===== config.mk =====
export PLATFORM = sky130hd
export DESIGN_NAME = tfg
export DESIGN_NICKNAME = d
export VERILOG_FILES = /design/src/rtl/tfg_pkg.sv /design/src/rtl/tfg_seq.sv /design/src/rtl/tfg_fmt.sv /design/src/rtl/tfg.sv
export SDC_FILE = /design/constraint.sdc
export NUM_CORES = 1
export LEC_CHECK = 0
export BUFFER_PORTS_ARGS = -buffer_cell sky130_fd_sc_hd__buf_2
export CELL_PAD_IN_SITES_DETAIL_PLACEMENT = 1
export CELL_PAD_IN_SITES_GLOBAL_PLACEMENT = 1
export CORE_UTILIZATION = 38
export CTS_BUF_LIST = sky130_fd_sc_hd__clkbuf_4 sky130_fd_sc_hd__clkbuf_8
export CTS_CLUSTER_DIAMETER = 80
export DETAILED_ROUTE_END_ITERATION = 8
export GPL_TIMING_DRIVEN = 1
export PLACE_DENSITY_LB_ADDON = 0.1
export SLEW_MARGIN = 15
export SYNTH_ARGS = -nofsm -noshare
export SYNTH_HDL_FRONTEND = slang
export SYNTH_SLANG_ARGS = --single-unit

===== constraint.sdc =====
create_clock -name clk -period 4.3 [get_ports clk]
set_clock_uncertainty 0.1 [all_clocks]
set_input_delay 1.075 -clock clk [delete_from_list [all_inputs] [get_ports clk]]
set_output_delay 1.075 -clock clk [all_outputs]
set_load 0.01 [all_outputs]

===== src/rtl/tfg_pkg.sv =====
package tfg_pkg;
  localparam int FLIT_W  = 34;
  localparam int DIGITS  = FLIT_W / 2;
  localparam int VEC_RTR = 8;

  typedef enum logic [1:0] {
    FR_BODY   = 2'b00,
    FR_HEAD   = 2'b01,
    FR_TAIL   = 2'b10,
    FR_SINGLE = 2'b11
  } frame_e;

  // frame code chosen for each of the eight vectors in a triplet
  function automatic frame_e vec_frame(input logic [2:0] v);
    case (v)
      3'd0, 3'd3, 3'd6: return FR_HEAD;
      3'd1, 3'd4:       return FR_BODY;
      default:          return FR_TAIL;
    endcase
  endfunction

  // digit value repeated across the flit for each vector
  function automatic logic [1:0] vec_digit(input logic [2:0] v);
    case (v)
      3'd0:    return 2'd1;
      3'd1:    return 2'd0;
      3'd2:    return 2'd3;
      3'd3:    return 2'd2;
      3'd4:    return 2'd1;
      3'd5:    return 2'd2;
      3'd6:    return 2'd3;
      default: return 2'd0;
    endcase
  endfunction
endpackage


===== src/rtl/tfg_seq.sv =====
module tfg_seq #(
  parameter int NUM_IN   = 5,
  parameter int NUM_DIR  = 4,
  parameter int NUM_VC   = 2,
  parameter int VEC_RTR  = 8,
  parameter int VEC_LINK = 4,
  localparam int IW  = $clog2(NUM_IN),
  localparam int DW  = $clog2(NUM_DIR),
  localparam int CW  = (NUM_VC > 1) ? $clog2(NUM_VC) : 1,
  localparam int VW  = $clog2((VEC_RTR > VEC_LINK) ? VEC_RTR : VEC_LINK)
) (
  input  logic          clk,
  input  logic          rst_n,
  input  logic          start,
  input  logic          link_mode,
  input  logic          adv,
  output logic          running,
  output logic          done,
  output logic          lmode,
  output logic [IW-1:0] cnt_in,
  output logic [DW-1:0] cnt_dir,
  output logic [CW-1:0] cnt_vc,
  output logic [VW-1:0] cnt_vec
);
  logic last_vec, last_vc, last_dir, last_in, last_all;

  always_comb begin
    last_vec = lmode ? (cnt_vec == VW'(VEC_LINK - 1)) : (cnt_vec == VW'(VEC_RTR - 1));
    last_vc  = (cnt_vc  == CW'(NUM_VC - 1));
    last_dir = (cnt_dir == DW'(NUM_DIR - 1));
    last_in  = (cnt_in  == IW'(NUM_IN - 1));
    last_all = last_vec && (lmode || (last_vc && last_dir && last_in));
  end

  always_ff @(posedge clk or negedge rst_n) begin
    if (!rst_n) begin
      running <= 1'b0;
      done    <= 1'b0;
      lmode   <= 1'b0;
      cnt_in  <= '0;
      cnt_dir <= '0;
      cnt_vc  <= '0;
      cnt_vec <= '0;
    end else if (start) begin
      running <= 1'b1;
      done    <= 1'b0;
      lmode   <= link_mode;
      cnt_in  <= '0;
      cnt_dir <= '0;
      cnt_vc  <= '0;
      cnt_vec <= '0;
    end else if (adv) begin
      if (last_all) begin
        running <= 1'b0;
        done    <= 1'b1;
      end else if (!last_vec) begin
        cnt_vec <= cnt_vec + 1'b1;
      end else begin
        cnt_vec <= '0;
        if (!last_vc) begin
          cnt_vc <= cnt_vc + 1'b1;
        end else begin
          cnt_vc <= '0;
          if (!last_dir) begin
            cnt_dir <= cnt_dir + 1'b1;
          end else begin
            cnt_dir <= '0;
            cnt_in  <= cnt_in + 1'b1;
          end
        end
      end
    end
  end
endmodule


===== src/rtl/tfg_fmt.sv =====
module tfg_fmt
  import tfg_pkg::*;
#(
  parameter int NUM_IN  = 5,
  parameter int NUM_DIR = 4,
  parameter int NUM_VC  = 2,
  parameter int VW      = 3,
  localparam int IW = $clog2(NUM_IN),
  localparam int DW = $clog2(NUM_DIR),
  localparam int CW = (NUM_VC > 1) ? $clog2(NUM_VC) : 1
) (
  input  logic              lmode,
  input  logic [IW-1:0]     cnt_in,
  input  logic [DW-1:0]     cnt_dir,
  input  logic [CW-1:0]     cnt_vc,
  input  logic [VW-1:0]     cnt_vec,
  output logic [FLIT_W-1:0] flit,
  output logic [CW-1:0]     vc,
  output logic              send,
  output logic [IW-1:0]     port
);
  logic [FLIT_W-1:0] link_flit, rtr_flit;
  frame_e            fr;
  logic [1:0]        dig;

  assign fr  = vec_frame(3'(cnt_vec));
  assign dig = vec_digit(3'(cnt_vec));

  genvar g;
  generate
    for (g = 0; g < DIGITS; g++) begin : g_link
      assign link_flit[2*g +: 2] = cnt_vec[1:0];
    end
    for (g = 1; g < DIGITS - 1; g++) begin : g_rtr
      assign rtr_flit[2*g +: 2] = dig;
    end
  endgenerate

  assign rtr_flit[FLIT_W-1 -: 2] = fr;
  assign rtr_flit[1:0]           = (fr == FR_HEAD) ? 2'(cnt_dir) : dig;

  always_comb begin
    flit = lmode ? link_flit : rtr_flit;
    vc   = lmode ? '0 : cnt_vc;
    send = lmode ? cnt_vec[0] : cnt_vc[0];
    port = lmode ? '0 : cnt_in;
  end
endmodule


===== src/rtl/tfg.sv =====
module tfg
  import tfg_pkg::*;
#(
  parameter int NUM_IN   = 5,
  parameter int NUM_DIR  = 4,
  parameter int NUM_VC   = 2,
  parameter int VEC_LINK = 4,
  localparam int IW = $clog2(NUM_IN),
  localparam int CW = (NUM_VC > 1) ? $clog2(NUM_VC) : 1,
  localparam int DW = $clog2(NUM_DIR),
  localparam int VW = $clog2((VEC_RTR > VEC_LINK) ? VEC_RTR : VEC_LINK)
) (
  input  logic              clk,
  input  logic              rst_n,
  input  logic              start,
  input  logic              link_mode,
  input  logic              out_ready,
  output logic              out_valid,
  output logic [FLIT_W-1:0] out_flit,
  output logic [CW-1:0]     out_vc,
  output logic              out_send,
  output logic [IW-1:0]     out_port,
  output logic              done
);
  logic          running, seq_lmode;
  logic [IW-1:0] cnt_in;
  logic [DW-1:0] cnt_dir;
  logic [CW-1:0] cnt_vc;
  logic [VW-1:0] cnt_vec;

  tfg_seq #(
    .NUM_IN(NUM_IN), .NUM_DIR(NUM_DIR), .NUM_VC(NUM_VC),
    .VEC_RTR(VEC_RTR), .VEC_LINK(VEC_LINK)
  ) seq_i (
    .clk(clk), .rst_n(rst_n), .start(start), .link_mode(link_mode),
    .adv(running && out_ready), .running(running), .done(done),
    .lmode(seq_lmode), .cnt_in(cnt_in), .cnt_dir(cnt_dir),
    .cnt_vc(cnt_vc), .cnt_vec(cnt_vec)
  );

  tfg_fmt #(
    .NUM_IN(NUM_IN), .NUM_DIR(NUM_DIR), .NUM_VC(NUM_VC), .VW(VW)
  ) fmt_i (
    .lmode(seq_lmode), .cnt_in(cnt_in), .cnt_dir(cnt_dir),
    .cnt_vc(cnt_vc), .cnt_vec(cnt_vec), .flit(out_flit),
    .vc(out_vc), .send(out_send), .port(out_port)
  );

  assign out_valid = running;
endmodule


==> results of run 1 <==
==> worst reg2reg max path: stages, from the launching register on <==
cell and delay [ns]:
dfrtp_1 0.45, ha_1 0.25, ha_1 0.27, nand2b_4 0.09, o211ai_1 0.46, o21ai_0 0.22
==> worst min-delay path by stage <==
stage,from,endpoint,cells past startpoint
2_1_floorplan,seq_i.cnt_dir[1]$_DFFE_PN0P_,seq_i.cnt_dir[1]$_DFFE_PN0P_,2
3_3_place_gp,seq_i.done$_DFFE_PN0P_,seq_i.done$_DFFE_PN0P_,2
3_5_place_dp,seq_i.done$_DFFE_PN0P_,seq_i.done$_DFFE_PN0P_,2
4_1_cts,seq_i.done$_DFFE_PN0P_,seq_i.done$_DFFE_PN0P_,2
5_1_grt,seq_i.done$_DFFE_PN0P_,seq_i.done$_DFFE_PN0P_,2
6_report,seq_i.done$_DFFE_PN0P_,seq_i.done$_DFFE_PN0P_,2
==> synth_stat cells <==
cell,number,area share
buf_4,28,0.19
a21oi_1,3,0.014
nand3b_1,4,0.028
mux2i_1,4,0.037
a21o_1,1,0.0069
a211oi_2,1,0.012
nor2b_1,6,0.035
o31ai_1,4,0.028
and4b_2,1,0.010
or3_1,1,0.0058
nand4_1,2,0.012
buf_6,1,0.010
inv_1,7,0.024
o21ai_0,6,0.028
ha_1,9,0.10
nor3_1,3,0.014
nand2_1,6,0.021
o211ai_2,1,0.012
dlygate4sd1_1,1,0.0081
o211ai_1,2,0.014
nor2_1,12,0.041
xnor2_1,1,0.0081
dfrtp_1,12,0.28
a22o_1,1,0.0081
nand2b_4,1,0.013
mux2_2,1,0.010
clkbuf_1,1,0.0035
and2_1,3,0.017
a211o_1,1,0.0081
==> logic make-up (layout without fill, tap and decap cells) <==
logic type	count (synthesis)	after routing	share of synthesized area
compound gates	20	20	0.129
xor+xnor	1	1	0.00807
fa+ha+maj	9	9	0.104
buf+inv	38	55	0.240
flops	12	12	0.276
mux	5	5	0.0472
simple gates	39	39	0.196
==> state kept, by name, summed over array words and instances (netlist names) <==
signal	cells
seq_i.cnt_vc	1
seq_i.lmode	1
seq_i.done	1
seq_i.cnt_vec	3
seq_i.running	1
seq_i.cnt_in	3
seq_i.cnt_dir	2
==> routing by layer <==
metal	vias to the layer above	track usage	share of wire
met4	0	0.0536	0.017
met2	29	0.284	0.51
met1	432	0.200	0.44
met5	-	0	0
met3	5	0.0141	0.037
li1	427	-	-
==> per-stage QoR <==
step / hold WS, ns / setup slack (ns) / total power [mW] / util / cells
after detailed placement: 0.399 / 1.18 / 0.252 / 0.408 / 169
final: 0.402 / 0.928 / 0.314 / 0.416 / 172
after global placement: 0.373 / 1.33 / 0.249 / 0.408 / 169
after global routing: 0.442 / 0.699 / 0.337 / 0.416 / 172
after floorplan: 0.415 / 1.26 / 0.253 / - / 124
after CTS: 0.418 / 0.883 / 0.320 / 0.416 / 172
==> layout make-up <==
cell class / instances / share of cell area
flip-flops and latches: 12 / 0.264
well taps: 31 / 0.0341
inverters: 7 / 0.0231
multi-input cells: 74 / 0.462
clock buffers: 3 / 0.0198
repair buffers: 45 / 0.198
==> power by group through the flow <==
| stage | clock network, mW | logic, mW | registers (mW) |
|---|---|---|---|
| global placement | 0 | 0.123 | 0.126 |
| CTS | 0.0700 | 0.125 | 0.124 |
| global route | 0.0753 | 0.136 | 0.125 |
| floorplan | 0 | 0.132 | 0.121 |
| finish | 0.0663 | 0.123 | 0.124 |
| detailed placement | 0 | 0.125 | 0.127 |
==> summary by stage, run 1 <==
Status
The run finished with clean final reports.

Worst setup path
In this design, the stage delay of the slowest critical-path cell is 0.61 ns. Along the worst path, the maximum fanout reaches 15. The critical path launch point is seq_i.cnt_vec[1]$_DFFE_PN0P_. The critical path ends at out_flit[5]. The category of the worst setup path launch point is a flop.

The data arrival time of the critical path is 2.20 ns. Counting both buffers and inverters, the worst setup path holds a total of 2. The number of stages on the worst setup path is 7.

The endpoint of the most critical register-to-register path is seq_i.cnt_in[2]$_DFFE_PN0P_. The worst register-to-register path has a depth of 5. The slack of the worst reg-to-reg path is 2.31 ns.

The cell class contributing the biggest share of worst-path delay is compound AO/OA/AOI/OAI gates. The critical setup path kind is reg2out. Data on the critical path is required at its endpoint by 3.12 ns. Walking the worst path, the cells encountered are inv_1, ha_1, and2_1, a211o_1, nor2_1, a21oi_1, buf_2. The worst register-to-register path begins at seq_i.cnt_vec[0]$_DFFE_PN0P_.

STA classifies the critical path endpoint as a primary output. On the critical path, the stage with the largest delay is an instance of a21oi_1.

Die
The number of placed I/O pins is 46. Measured along the y axis, the die boundary spans 55.5 um. In this run the core area contains 19 standard-cell rows. The initial utilization of the core area, before any placement, comes to 0.397.

The die area is 3080 sq um. The horizontal die dimension is 55.5 um. The standard cell core area is 2730 sq um.

Layout
The multi-input combinational cells in the finished layout cover a total of 526 sq um. In the final layout, flip-flops and latches occupy 300 sq um. The commonest non-fill, non-tap cell in the layout is buf_2. The total non-filler cell area in the finished layout is 1140 sq um. The layout overhead on the synthesized area is 4.84%. After filler insertion, the fill cell instance count of the layout stands at 341.

The number of antenna diodes in the final layout is 0. The proportion of layout cells with a drive suffix above 1 is 0.376. The number of nets at the end of the flow is 157.

The library cells used most frequently in the layout, excluding fill and tap cells, are buf_2, nor2_1, dfrtp_1.

Logic synthesis
The distinct cell type count of the synthesized netlist is 29. A synthesized cell averages 8.76 sq um. The yosys synthesis warning count is 0. Counting every net in the synthesized netlist gives 138.

The cell count after synthesis came out at 124. The synthesis-stage register bit count is 12. Of the synthesized area, sequential elements account for 0.276. The post-synthesis instance area is 1090 sq um.

Power and ir drop
The analysis attributes to net switching a power of 0.115 mW. The worst voltage drop across the vdd grid is 141 uV. The part of the total power dissipated in the clock network is 0.211. For this design the ratio of total power to cell area is 275 nW/um^2. The share of total power consumed by net switching is 0.367. The internal power component is 0.199 mW.

The part of the total power dissipated in sequential elements is 0.396. The leakage power summed over all cells is 0.602 nW. The logic gate share of total power is 0.392.

Clock tree
Counting the buffers created by CTS gives 3. Clock tree synthesis selected as its root buffer the cell clkbuf_4. After clock tree synthesis, the clock-pin slew on the worst setup and hold paths is 0.07 ns. The insertion delay of the later-clocked pin in the worst-skew pair is 0.27 ns. The buffer count from post-CTS setup fixing is 0.

The CTS H-tree depth is 1. The CTS tree is done. The number of buffers added to fix hold violations after cts is 0. The number of gates resized after cts is 0.

No sink is reached through more buffers than the 2 on the longest clock path. The number of clock sinks is 12.

STA
The number of hold-slack violations in the final timing report is 0. The final setup violation count is 0. In the finished design, the share of the clock period the worst path needs comes to 0.784. The worst max-slew margin expressed relative to the limit is 0.501.

At the pin with the least slew margin, the transition time is 0.748 ns. Setup total negative slack on the finished layout was measured at 0 ns. Setup repair after global routing left no endpoint under its margin. Timing would allow up to 297 MHz.

The max-slew violation count is 0. The worst path needs 3.37 ns of the cycle, external delays included.

Routing
The total wirelength of the detailed-routed design is 2270 um. The mean routed wirelength per cell is 13.2 um. Across all layers, the routed design uses 893 vias. The number of detailed-route iterations in the first pass is 4.

The mean number of vias per cell is 5.19. The DRC violation count after routing is 0. The number of DRC markers in iteration 0 is 21. In this run the remaining antenna-violating nets after routing total 0.

Global routing
The largest net degree at the start of global routing is 21. The via count of the first global-routing pass came to 873. The initial antenna violation count is 0. The total global routing track utilization is 0.159. The wire length of the first global-routing pass is 3970 um. After global routing the overflow that remains totals 0.

Hold path
The path class of the tightest hold or removal check is reg2reg.

Place
The HPWL after detailed placement is 1740 um. The total of buffers placed on input and output ports is 45. Once placement finished, the instance area stood at 1120 sq um. Routability-driven placement finished with a final weighted congestion of 0.761.

Job
The reported max-cap violation count is 0.
No activity file was read; power rests on OpenSTA's default activity.
==> run 2: changes to the inputs <==
--- a/config.mk
+++ b/config.mk
@@ -5,10 +5,11 @@
 export SDC_FILE = /design/constraint.sdc
 export NUM_CORES = 1
 export LEC_CHECK = 0
+export ABC_AREA = 1
 export BUFFER_PORTS_ARGS = -buffer_cell sky130_fd_sc_hd__buf_2
 export CELL_PAD_IN_SITES_DETAIL_PLACEMENT = 1
 export CELL_PAD_IN_SITES_GLOBAL_PLACEMENT = 1
-export CORE_UTILIZATION = 38
+export CORE_UTILIZATION = 30
 export CTS_BUF_LIST = sky130_fd_sc_hd__clkbuf_4 sky130_fd_sc_hd__clkbuf_8
 export CTS_CLUSTER_DIAMETER = 80
 export DETAILED_ROUTE_END_ITERATION = 8
==> constraint.sdc (replaced) <==
create_clock -name clk -period 3.1 [get_ports clk]
set_clock_uncertainty 0.1 [all_clocks]
set_input_delay 0.775 -clock clk [delete_from_list [all_inputs] [get_ports clk]]
set_output_delay 0.775 -clock clk [all_outputs]
set_load 0.01 [all_outputs]
==> summary by stage, run 2 <==
Status
The flow ran to the end, and the final reports show no timing, DRC or antenna violations.

Clock tree
The number of buffers on the longest clock path is 2. Buffers added to address setup during post-CTS repair amount to 0. The number of gates resized after cts is 0.

The clock net in this run drives a total of 12 sinks. In this run, CTS created clock tree buffers numbering 3. The CTS H-tree depth is 1. At the later pin of the worst-skew pair, clock insertion delay measures 0.27 ns.

The number of buffers added to fix hold violations after cts is 0. The buffer type at the clock tree root is clkbuf_4. After clock tree synthesis, the clock-pin slew on the worst setup and hold paths is 0.08 ns. TritonCTS built the clock tree.

Routing
Wires add up to 2430 um. The total via count in the routed design is 963. After detailed routing, the average wire length per cell comes to 11.1 um.

The detail route stage leaves a number of antenna-violating nets equal to 0. The first TritonRoute pass finished after 3 iterations. For this run, design rule violations remaining after detail routing come to 0.

The first routing iteration left 18 violations. After detailed routing, the number of vias per cell comes to 4.40.

Logic synthesis
The synthesized netlist net count is 168. The post-synthesis instance area is 1100 sq um. The commonest cells after synthesis are nand2_1, buf_4, inv_1, dfrtp_1, o21ai_0. By instance count, the leading cell after synthesis is nand2_1.

The largest total area in the synthesized netlist belongs to dfrtp_1. By area, the combinational part of the netlist is dominated by simple AND/OR/NAND/NOR gates. A synthesized cell averages 7.14 sq um. The portion of synthesized area spent on multiplexers is 0.

Of the total synthesized cell area, the portion taken by XOR and XNOR cells is 0. The gate count of the mapped netlist is 154. The synthesis-stage register bit count is 12. Of the total synthesized cell area, the portion taken by full adders, half adders and majority gates is 0.102. Of the post-synthesis cell area, the dominant cell type holds 0.273.

The sequential-to-total area share from yosys stat is 0.273. The distinct cell type count of the synthesized netlist is 21. For this run, the number of Yosys warnings is 0.

The number of enable flip-flop cells after synthesis is 0. In the post-synthesis netlist, the biggest area contributors are dfrtp_1, buf_4, nand2_1. For this run, the leading register cell type out of synthesis is dfrtp_1. The post-synthesis share of cell area spent on and, or, nand and nor gates is 0.276.

The synthesized-area fraction occupied by ao, oa, aoi and oai cells is 0.0922. The fraction of registers with async set/reset is 1.00.

Die
In this run the standard cell core region covers 3420 sq um. The horizontal die dimension is 62.5 um. Pin placement for this block handled 46 I/O pins.

From bottom edge to top edge, the die measures 62.5 um. The cell row count is 21. The effective utilization at floorplan is 0.322. The die covers 3910 sq um.

Place
In this run, placement finished with an instance count of 216. The weighted congestion reported at the end of routability-driven placement is 0.785. Summed over all nets, the half-perimeter wirelength after detailed placement is 1980 um.

In this run the tool buffered the top-level ports with 45 buffer cells.

Worst setup path
Across all register-to-register paths, the minimum setup slack is 1.29 ns. Measured in cells, the most critical reg-to-reg path has a length of 9. The critical setup path kind is reg2out.

Along the worst path, the maximum fanout reaches 5. The data arrival time of the critical path is 1.85 ns. In this run the critical register-to-register path is launched from seq_i.cnt_vec[1]$_DFFE_PN0P_.

STA classifies the critical path startpoint as a flop. The required time of the worst setup path is 2.22 ns. The endpoint of the most critical register-to-register path is seq_i.cnt_vc$_DFFE_PN0P_.

STA classifies the critical path endpoint as a primary output.

Global routing
The via count of the first global-routing pass is 950. In the global route stage, met1 resource usage came out at 0.171. The initial antenna violation count is 0. Entering global routing, the biggest net connects 16 pins. For met3 alone, demand over resource in global routing was 0.0182. The first global-routing pass estimated 4370 um of wire. The met2 usage in global routing is 0.236.

met2 is the most crowded layer. For this run, the total global-route usage over all layers was measured as 0.136. The total congestion overflow is 0.

Layout
Fill cells in the final layout number 456. Across the whole layout, storage elements account for 300 sq um. The number of antenna diodes in the final layout is 0. The area of combinational cells with multiple inputs is 518 sq um. In the layout the commonest cells are nand2_1, buf_2, inv_1.

The filler-free cell count of the finished design is 219. The proportion of layout cells with a drive suffix above 1 is 0.335. Compared with the post-synthesis result, the final layout area differs by 7.62%. In the final design database the tool counted 189 nets.

The largest registers in the layout are seq_i.cnt_in: 3 flops, seq_i.cnt_vec: 3 flops, seq_i.cnt_dir: 2 flops.

STA
The max-slew violation count is 0. The worst max-slew margin expressed relative to the limit is 0.749. Setup repair after global routing left no endpoint under its margin. The final setup violation count is 0.

Subtracting the final worst setup slack from the clock period gives 2.73 ns. The setup TNS after final layout is 0 ns. For the pin with the worst max-slew slack, the measured transition is 0.377 ns. The ratio of final minimum period to clock period is 0.880.

The number of hold-slack violations in the final timing report was 0. The highest clock frequency the design can meet is 367 MHz.

Power and ir drop
The leakage power summed over all cells is 0.710 nW. Dividing total power by cell area gives a power density of 570 nW/um^2. Power comes to 0.674 mW.

The worst voltage drop across the vdd grid is 179 uV.

Hold path
In this run the worst hold path is classified as in2async.

Job
The reported max-cap violation count is 0.
## run 2: layout make-up
| cell class | instances | area share |
|---|---|---|
| Clock buffer | 3 | 0.0190 |
| Inverter | 16 | 0.0507 |
| Multi-Input combinational cell | 97 | 0.438 |
| Sequential cell | 12 | 0.254 |
| Tap cell | 46 | 0.0486 |
| Timing Repair Buffer | 45 | 0.190 |
## run 2: critical path, stage by stage, from the launching register on
cell and delay, ns:
dfrtp_1 0.45, ha_1 0.25, ha_1 0.21, nor2_1 0.10
nand2_1 0.07, nand2_1 0.11, nand2_1 0.07, o21ai_0 0.10
nand2_1 0.08, buf_2 0.14
## run 2: how the worst max path moves through the flow
stage | slack [ns] | end | depth (start not counted) | from
2_1_floorplan | 0.82 | out_flit[10] | 5 | seq_i.cnt_vec[0]$_DFFE_PN0P_
3_3_place_gp | 0.78 | out_flit[0] | 9 | seq_i.cnt_vec[1]$_DFFE_PN0P_
3_5_place_dp | 0.65 | out_flit[0] | 9 | seq_i.cnt_vec[1]$_DFFE_PN0P_
4_1_cts | 0.34 | out_flit[0] | 9 | seq_i.cnt_vec[1]$_DFFE_PN0P_
5_1_grt | 0.17 | out_flit[0] | 9 | seq_i.cnt_vec[0]$_DFFE_PN0P_
6_report | 0.37 | out_flit[0] | 9 | seq_i.cnt_vec[1]$_DFFE_PN0P_
## run 2: kinds of logic (layout without fill, tap and decap cells)
logic type	after synthesis	in the layout
AOI/OAI and AO/OA	19	19
adders and majority gates	9	9
buffers and inverters	45	64
DFF	12	12
and+or+nand+nor	69	69
## run 2: power by group
group / leakage (nW) / switching (mW) / internal (mW)
sequential: 0.153 / 0.0335 / 0.183
combinational: 0.543 / 0.221 / 0.139
clock: 0.0138 / 0.0528 / 0.0450
total: 0.710 / 0.307 / 0.367
## run 2: through the flow
stage	worst slack, ns	hold slack, ns	utilization	area (sq um)
finish	0.373	0.275	0.347	1180
detailed placement	0.651	0.385	0.340	1160
floorplan	0.819	0.362	-	1100
global route	0.173	0.286	0.347	1180
global placement	0.778	0.382	0.340	1160
CTS	0.341	0.283	0.347	1180
## run 2: routing by layer
layer	wire (um)	vias up	part of all wire
met5	0	-	0
met4	22	0	0.0091
met3	124	2	0.051
met2	1160	34	0.48
met1	1120	433	0.46
li1	-	494	-
